**src/rtl/montexp.sv**
```systemverilog
module montexp #(
  parameter int K  = 64,
  parameter int EW = K
) (
  input  logic          clk,
  input  logic          rst_n,
  input  logic          start,
  input  logic [K-1:0]  x_in,
  input  logic [EW-1:0] e_in,
  input  logic [K-1:0]  m_in,
  input  logic [K-1:0]  r2_in,
  output logic          busy,
  output logic          done,
  output logic [K-1:0]  y_out
);
  localparam int W  = K + 2;
  localparam int CW = $clog2(K + 1);
  localparam int IW = (EW > 1) ? $clog2(EW) : 1;

  typedef enum logic [2:0] {S_IDLE, S_CVX, S_INI, S_SQR, S_MUL, S_OUT} st_t;

  st_t            st;
  logic [K-1:0]   xm_q, m_q, r2_q, a_q, b_q, y_q;
  logic [EW-1:0]  e_q;
  logic [W-1:0]   s_q, c_q;
  logic [CW-1:0]  cnt_q;
  logic [IW-1:0]  idx_q;
  logic           done_q;

  wire [W-1:0] ab  = a_q[0] ? {2'b00, b_q} : '0;
  wire [W-1:0] s1  = s_q ^ c_q ^ ab;
  wire [W-1:0] c1  = ((s_q & c_q) | (s_q & ab) | (c_q & ab)) << 1;
  wire [W-1:0] mq  = s1[0] ? {2'b00, m_q} : '0;
  wire [W-1:0] s2  = s1 ^ c1 ^ mq;
  wire [W-1:0] c2  = ((s1 & c1) | (s1 & mq) | (c1 & mq)) << 1;
  wire [W-1:0] s_n = s2 >> 1;
  wire [W-1:0] c_n = c2 >> 1;

  wire [W-1:0] sum_w  = s_q + c_q;
  wire [W-1:0] diff_w = sum_w - {2'b00, m_q};
  wire [K-1:0] res    = diff_w[W-1] ? sum_w[K-1:0] : diff_w[K-1:0];
  wire         last   = (cnt_q == CW'(K));

  assign busy  = (st != S_IDLE);
  assign done  = done_q;
  assign y_out = y_q;

  always_ff @(posedge clk or negedge rst_n) begin
    if (!rst_n) begin
      st     <= S_IDLE;
      xm_q   <= '0;
      m_q    <= '0;
      r2_q   <= '0;
      a_q    <= '0;
      b_q    <= '0;
      y_q    <= '0;
      e_q    <= '0;
      s_q    <= '0;
      c_q    <= '0;
      cnt_q  <= '0;
      idx_q  <= '0;
      done_q <= 1'b0;
    end else begin
      done_q <= 1'b0;
      if (st != S_IDLE && !last) begin
        s_q   <= s_n;
        c_q   <= c_n;
        a_q   <= a_q >> 1;
        cnt_q <= cnt_q + 1'b1;
      end
      case (st)
        S_IDLE: if (start) begin
          e_q   <= e_in;
          m_q   <= m_in;
          r2_q  <= r2_in;
          a_q   <= x_in;
          b_q   <= r2_in;
          s_q   <= '0;
          c_q   <= '0;
          cnt_q <= '0;
          st    <= S_CVX;
        end
        S_CVX: if (last) begin
          xm_q  <= res;
          a_q   <= K'(1);
          b_q   <= r2_q;
          s_q   <= '0;
          c_q   <= '0;
          cnt_q <= '0;
          st    <= S_INI;
        end
        S_INI: if (last) begin
          a_q   <= res;
          b_q   <= res;
          idx_q <= IW'(EW - 1);
          s_q   <= '0;
          c_q   <= '0;
          cnt_q <= '0;
          st    <= S_SQR;
        end
        S_SQR: if (last) begin
          s_q   <= '0;
          c_q   <= '0;
          cnt_q <= '0;
          a_q   <= res;
          if (e_q[idx_q]) begin
            b_q <= xm_q;
            st  <= S_MUL;
          end else if (idx_q == '0) begin
            b_q <= K'(1);
            st  <= S_OUT;
          end else begin
            b_q   <= res;
            idx_q <= idx_q - 1'b1;
            st    <= S_SQR;
          end
        end
        S_MUL: if (last) begin
          s_q   <= '0;
          c_q   <= '0;
          cnt_q <= '0;
          a_q   <= res;
          if (idx_q == '0) begin
            b_q <= K'(1);
            st  <= S_OUT;
          end else begin
            b_q   <= res;
            idx_q <= idx_q - 1'b1;
            st    <= S_SQR;
          end
        end
        S_OUT: if (last) begin
          y_q    <= res;
          done_q <= 1'b1;
          st     <= S_IDLE;
        end
        default: st <= S_IDLE;
      endcase
    end
  end
endmodule

```
**config.mk**
```make
export PLATFORM = sky130hd
export DESIGN_NAME = montexp
export DESIGN_NICKNAME = d
export VERILOG_FILES = /design/src/rtl/montexp.sv
export SDC_FILE = /design/constraint.sdc
export NUM_CORES = 2
export LEC_CHECK = 0
export ABC_CLOCK_PERIOD_IN_PS = 9300
export CAP_MARGIN = 15
export CORE_MARGIN = 3
export CORE_UTILIZATION = 58
export CTS_BUF_LIST = sky130_fd_sc_hd__clkbuf_16
export DETAILED_ROUTE_END_ITERATION = 12
export DONT_BUFFER_PORTS = 1
export PLACE_DENSITY = 0.74
export REMOVE_ABC_BUFFERS = 1
export SETUP_SLACK_MARGIN = 0.05
export SLEW_MARGIN = 10
export SYNTH_ARGS = -nofsm -noshare
export SYNTH_HDL_FRONTEND = slang
export SYNTH_SLANG_ARGS = --single-unit
```
**constraint.sdc**
```tcl
create_clock -name clk -period 9.3 [get_ports clk]
set_clock_uncertainty 0.1 [all_clocks]
set_input_delay 1.86 -clock clk [delete_from_list [all_inputs] [get_ports clk]]
set_output_delay 1.86 -clock clk [all_outputs]
set_load 0.005 [all_outputs]
```
== Word level (Yosys, flattened, before mapping) ==
Index checks and enable logic that the tools add are counted.
Storage, ports and cells
  input bits: 259
  flip-flop bits (word level): 597
  logic and storage cells: 107
  output and inout bits: 66
Operators by class
  eq/ne operators: 13
  muxes and demuxes: 47
  $add $sub $neg: 4
  bitwise logic cells: 14
  reduce and logical (&&, ||, !) cells: 15
  magnitude comparators: 1
Operators with widths (count)
  two-way mux 64 bit: 14
  two-way mux 66 bit: 6
  case mux 64 bit (5 select lines): 1
  case mux 66 bit (2 select lines): 2
  bitwise AND 65 x 64 -> 65 bit: 4
  OR 65 bit: 4
  case mux 64 bit (3 select lines): 1
  bitwise XOR 66 x 64 -> 66 bit: 2
  bitwise XOR 66 bit: 2
  bitwise AND 65 bit: 2
  adder 66 bit: 1
  subtractor 66 x 64 -> 66 bit: 1
  two-way mux 6 bit: 5
  two-way mux 3 bit: 8
  two-way mux 7 bit: 3
  case mux 3 bit (6 select lines): 1
  case mux 6 bit (3 select lines): 1
  != test 2 bit (second input constant): 7
  case mux 7 bit (2 select lines): 1
  AND reduction 6 bit: 2
  adder 7 x 1 -> 7 bit (second input constant): 1
  == test 7 bit (second input constant): 1
  less-than comparator 6 x 7 -> 1 bit (second input constant): 1
  binary-select mux 1 bit (select 6 bit): 1
  other kinds (15): 22

== Longest topological paths before layout ==
  word-level depth: 10
  depth in mapped cells: 26
  gate-level depth less buffers: 24

== Worst setup path before layout ==
No wires, ideal clock.
  kind: reg-to-reg
  from: reg s_q[0]
  to: reg b_q[59]
  stages on the path, launching flop included: 25
  data arrival time: 6.050 ns
  clock period less this slack: 6.273 ns
  path slack: 3.027 ns
  buffers on the path: 2
  required time: 9.077 ns
  library setup time: 0.123 ns
  path through: dfrtp_1 ha_1 fa_1 a211oi_1 o21ai_1 o21ai_0 or4b_1 and4b_1 o211ai_1 a211oi_1 or3_1 and2_1 ha_1 clkbuf_1 nand4_1 nor3_1 or4b_1 nor3b_2 o2111ai_2 nand3_2 xor2_2 buf_4 mux2_2 a21oi_1 nor3_1
On the way
  longest elaborated chain between the ends: 7
  elaborated cells on any way between the ends: 9
  classes of those cells: 2 x add/sub; 7 x mux
RTL lines
  start: declaration: line 25  | logic [W-1:0] s_q, c_q;
  start signal: assignment: line 66  | s_q <= s_n;
  adder 66 bit (*): line 39  | wire [W-1:0] sum_w = s_q + c_q;
  subtractor 66 x 64 -> 66 bit: line 40  | wire [W-1:0] diff_w = sum_w - {2'b00, m_q};
  two-way mux 64 bit (*): line 41  | wire [K-1:0] res = diff_w[W-1] ? sum_w[K-1:0] : diff_w[K-1:0];
  two-way mux 64 bit: line 109, 123
  two-way mux 64 bit: line 106  | if (e_q[idx_q]) begin
  two-way mux 64 bit: line 101  | S_SQR: if (last) begin
  case mux 64 bit (5 select lines) (*): line 71  | case (st)
  end signal: assignment: line 107  | b_q <= xm_q;
  end signal: assignment: line 113  | b_q <= res;
  end signal: assignment: line 127  | b_q <= res;
  end: declaration: line 23  | logic [K-1:0] xm_q, m_q, r2_q, a_q, b_q, y_q;
Every way passes the cells marked *; elsewhere a longest branch is shown, timed or not. The select of a mux whose other input is x is not followed.
A chain may end at the register's enable or synchronous reset.

== Worst setup path in the final report ==
  from: reg s_q[0]
  to: reg xm_q[41]
On the way
  longest elaborated chain between the ends: 3
RTL lines
  adder 66 bit (*): line 39
  subtractor 66 x 64 -> 66 bit: line 40
  two-way mux 64 bit (*): line 41
  end signal: assignment: line 84  | xm_q <= res;
  end: declaration: line 23
Every way passes the cells marked *; elsewhere a longest branch is shown, timed or not.

==> impl_metrics.ini <==
[routing]
ant_nets = 0
drc = 0
post_drt_wl_per_cell_um = 23.7
drtPass1Iterations = 6
drt_wl_total_mm = 112
viasPerCell = 6.45
num_vias = 30485
drtIter0Drc = 3167

[worst_setup_path]
end_kind = register
cp.buffers_inverters = 1
path_cells = ha_1 > fa_1 > a211oi_1 > o21ai_1 > o21ai_0 > or4b_1 > and4b_1 > nor2_1 > o21ai_0 > xor2_1 > ha_1 > a21oi_1 > o311ai_1 > a211o_1 > o41ai_2 > o211ai_2 > o2111ai_2 > nand3_2 > xnor2_2 > buf_4 > nand2b_1 > o21ai_0 > o21ai_0
path_delay_family = compound AO/OA/AOI/OAI gates
crit_fanout = 11
critPathKind = register to register
crit_top_cell = o21ai_0
cp.arrival_ns = 8.12
cp-start-kind = register
slowest_stage = xnor2_2
required_ns = 9.68
max_stage_delay_ns = 0.80

[sta]
slew_viol_final = 436
post-route-period-util_pct = 83.2
slew_headroom_pct = -135
hold_violations = 0
setup_viol = 0
max_freq_mhz = 129
rsz0062_at_grt = no
fin_setup_tns_ns = 0
worstMarginPinSlew_ns = 3.52
setup_slack_ns = 1.56
finalCriticalPeriod_ns = 7.74

[logic_synthesis]
synth-main-ff-cell = dfrtp_1
ys_ff_latch = 597
yosysSeqAreaShare_pct = 40.3
synth_warnings = 0
synth_async_sr_flop_share_pct = 100
synthCells = 3970
avgSynthCellArea_um2 = 9.34
synth_edf_count = 0
netlist_area_mm2 = 0.0371
synthDistinctLibCells = 91

[grt]
grt_overflow = 0
antenna_found_initial = 11
track_usage_pct = 33.0
grt_max_degree = 598
grt_pass1_vias = 30376
grt_pass1_wl_mm = 174

[outcome]
status = complete, but fails checks
violations = slew limit

[clock_network]
postCtsHoldBufs = 0
numCtsBuffers = 69
cts_tree = built
clockBufferDepth = 3
postCtsSetupRepairBufs = 0
clk_latency_ns = 0.63
cts-root-buf = clkbuf_16
cts_num_sinks = 597
htreeDepth = 3
cts.clk_slew.worst_paths_ns = 0.06
post_cts_resized = 0

[cells_and_area]
final_area_mm2 = 0.0397
drive_gt1_share_pct = 7.99
final_cell_mix = 605 x nand2_1, 596 x dfrtp_1, 502 x o21ai_0
synthToLayoutAreaGrowth_pct = 7.15
stdcell_count = 4725
final_nets = 4338
final_common_cell = nand2_1

[hold_path]
hold_class = register to register

[job]
max-cap-violations = 0

[floorplan]
core_area_mm2 = 0.0632
ios = 325
start_util_pct = 58.7
die_x_um = 259
die-area_mm2 = 0.0670
die_h_um = 259
placementRows = 92

[placed_design]
dpl.hpwl_mm = 76.9
dp.cells = 4592
place.gp.congestion = 0.987
post-place-ws_ns = 1.69
place_area_mm2 = 0.0375
portBuffers = 0
==> through the flow <==
step,utilization (%),hold slack (ns)
after floorplan,-,0.347
after global placement,59.4,0.359
after detailed placement,59.4,0.365
after CTS,62.9,0.378
after global routing,62.9,0.403
final,62.9,0.380
==> Yosys cell counts, drive strengths merged (66+ instances only) <==
| library cell | instances | area (um2) |
|---|---|---|
| clkbuf | 224 | 842 |
| mux2i | 66 | 661 |
| nand2 | 609 | 2290 |
| xnor2 | 75 | 657 |
| inv | 241 | 905 |
| fa | 129 | 2580 |
| o21ai | 519 | 2600 |
| ha | 133 | 1660 |
| a21oi | 228 | 1140 |
| nor2 | 115 | 432 |
| mux2 | 137 | 1540 |
| a21o | 84 | 631 |
| dfrtp | 597 | 14900 |
==> worst paths after layout <==
check,slack (ns),end,from,cells past startpoint
setup / recovery,1.56,xm_q[41]$_DFFE_PN0P_,s_q[0]$_DFF_PN0_,23
hold / removal,0.38,xm_q[43]$_DFFE_PN0P_,xm_q[43]$_DFFE_PN0P_,2
setup reg to reg,1.56,xm_q[41]$_DFFE_PN0P_,s_q[0]$_DFF_PN0_,23
hold reg to reg,0.38,xm_q[43]$_DFFE_PN0P_,xm_q[43]$_DFFE_PN0P_,2
max in group asynchronous,5.51,c_q[55]$_DFF_PN0_,rst_n,0
min in group asynchronous,0.90,y_out[2]$_DFFE_PN0P_,rst_n,0
==> worst reg2reg max path, delay by kind of cell (launching register included) <==
kind                     cells  cell delay, ns
AO/OA/AOI/OAI               12            3.16
flip-flops                   1            0.41
adder cells (fa/ha/maj)      3            1.05
buffers and inverters        1            0.34
XOR/XNOR                     2            1.10
AND/OR/NAND/NOR              5            1.43
==> logic make-up after synthesis <==
logic type               after synthesis  synth area share [%]
buffers and inverters                491                  5.11
AND/OR/NAND/NOR                     1080                  13.4
adder cells (fa/ha/maj)              262                  11.4
XOR/XNOR                             112                  2.72
multiplexers                         212                  6.49
flip-flops                           597                  40.3
AO/OA/AOI/OAI                       1216                  20.6
==> area by class of cell <==
cell class | count | area [um2]
Clock inverter | 53 | 465
Inverter | 241 | 905
Antenna cell | 11 | 27.5
Sequential cell | 597 | 14900
Fill cell | 5305 | 23400
Clock buffer | 69 | 1730
Multi-Input combinational cell | 2882 | 20400
Timing Repair Buffer | 26 | 233
Tap cell | 846 | 1060
==> flip-flops by register name, indices dropped and copies added, names as in the netlist <==
signal	flops
a_q	64
b_q	64
c_q	66
cnt_q	7
done	1
e_q	64
idx_q	6
m_q	64
r2_q	64
s_q	66
st	3
xm_q	64
y_out	64
==> layer usage <==
metal / up-vias / share of wire, % / GRT usage [%]
met4: 8 / 3.4 / 11.9
met5: - / 0.043 / 0
met3: 248 / 8.5 / 6.88
met1: 15108 / 42 / 45.2
met2: 1299 / 46 / 52.4
li1: 13822 / - / -
Power is left out: the tool's default activity adds up to more than one toggle a clock period on the data nets, which glitch-free logic cannot reach.
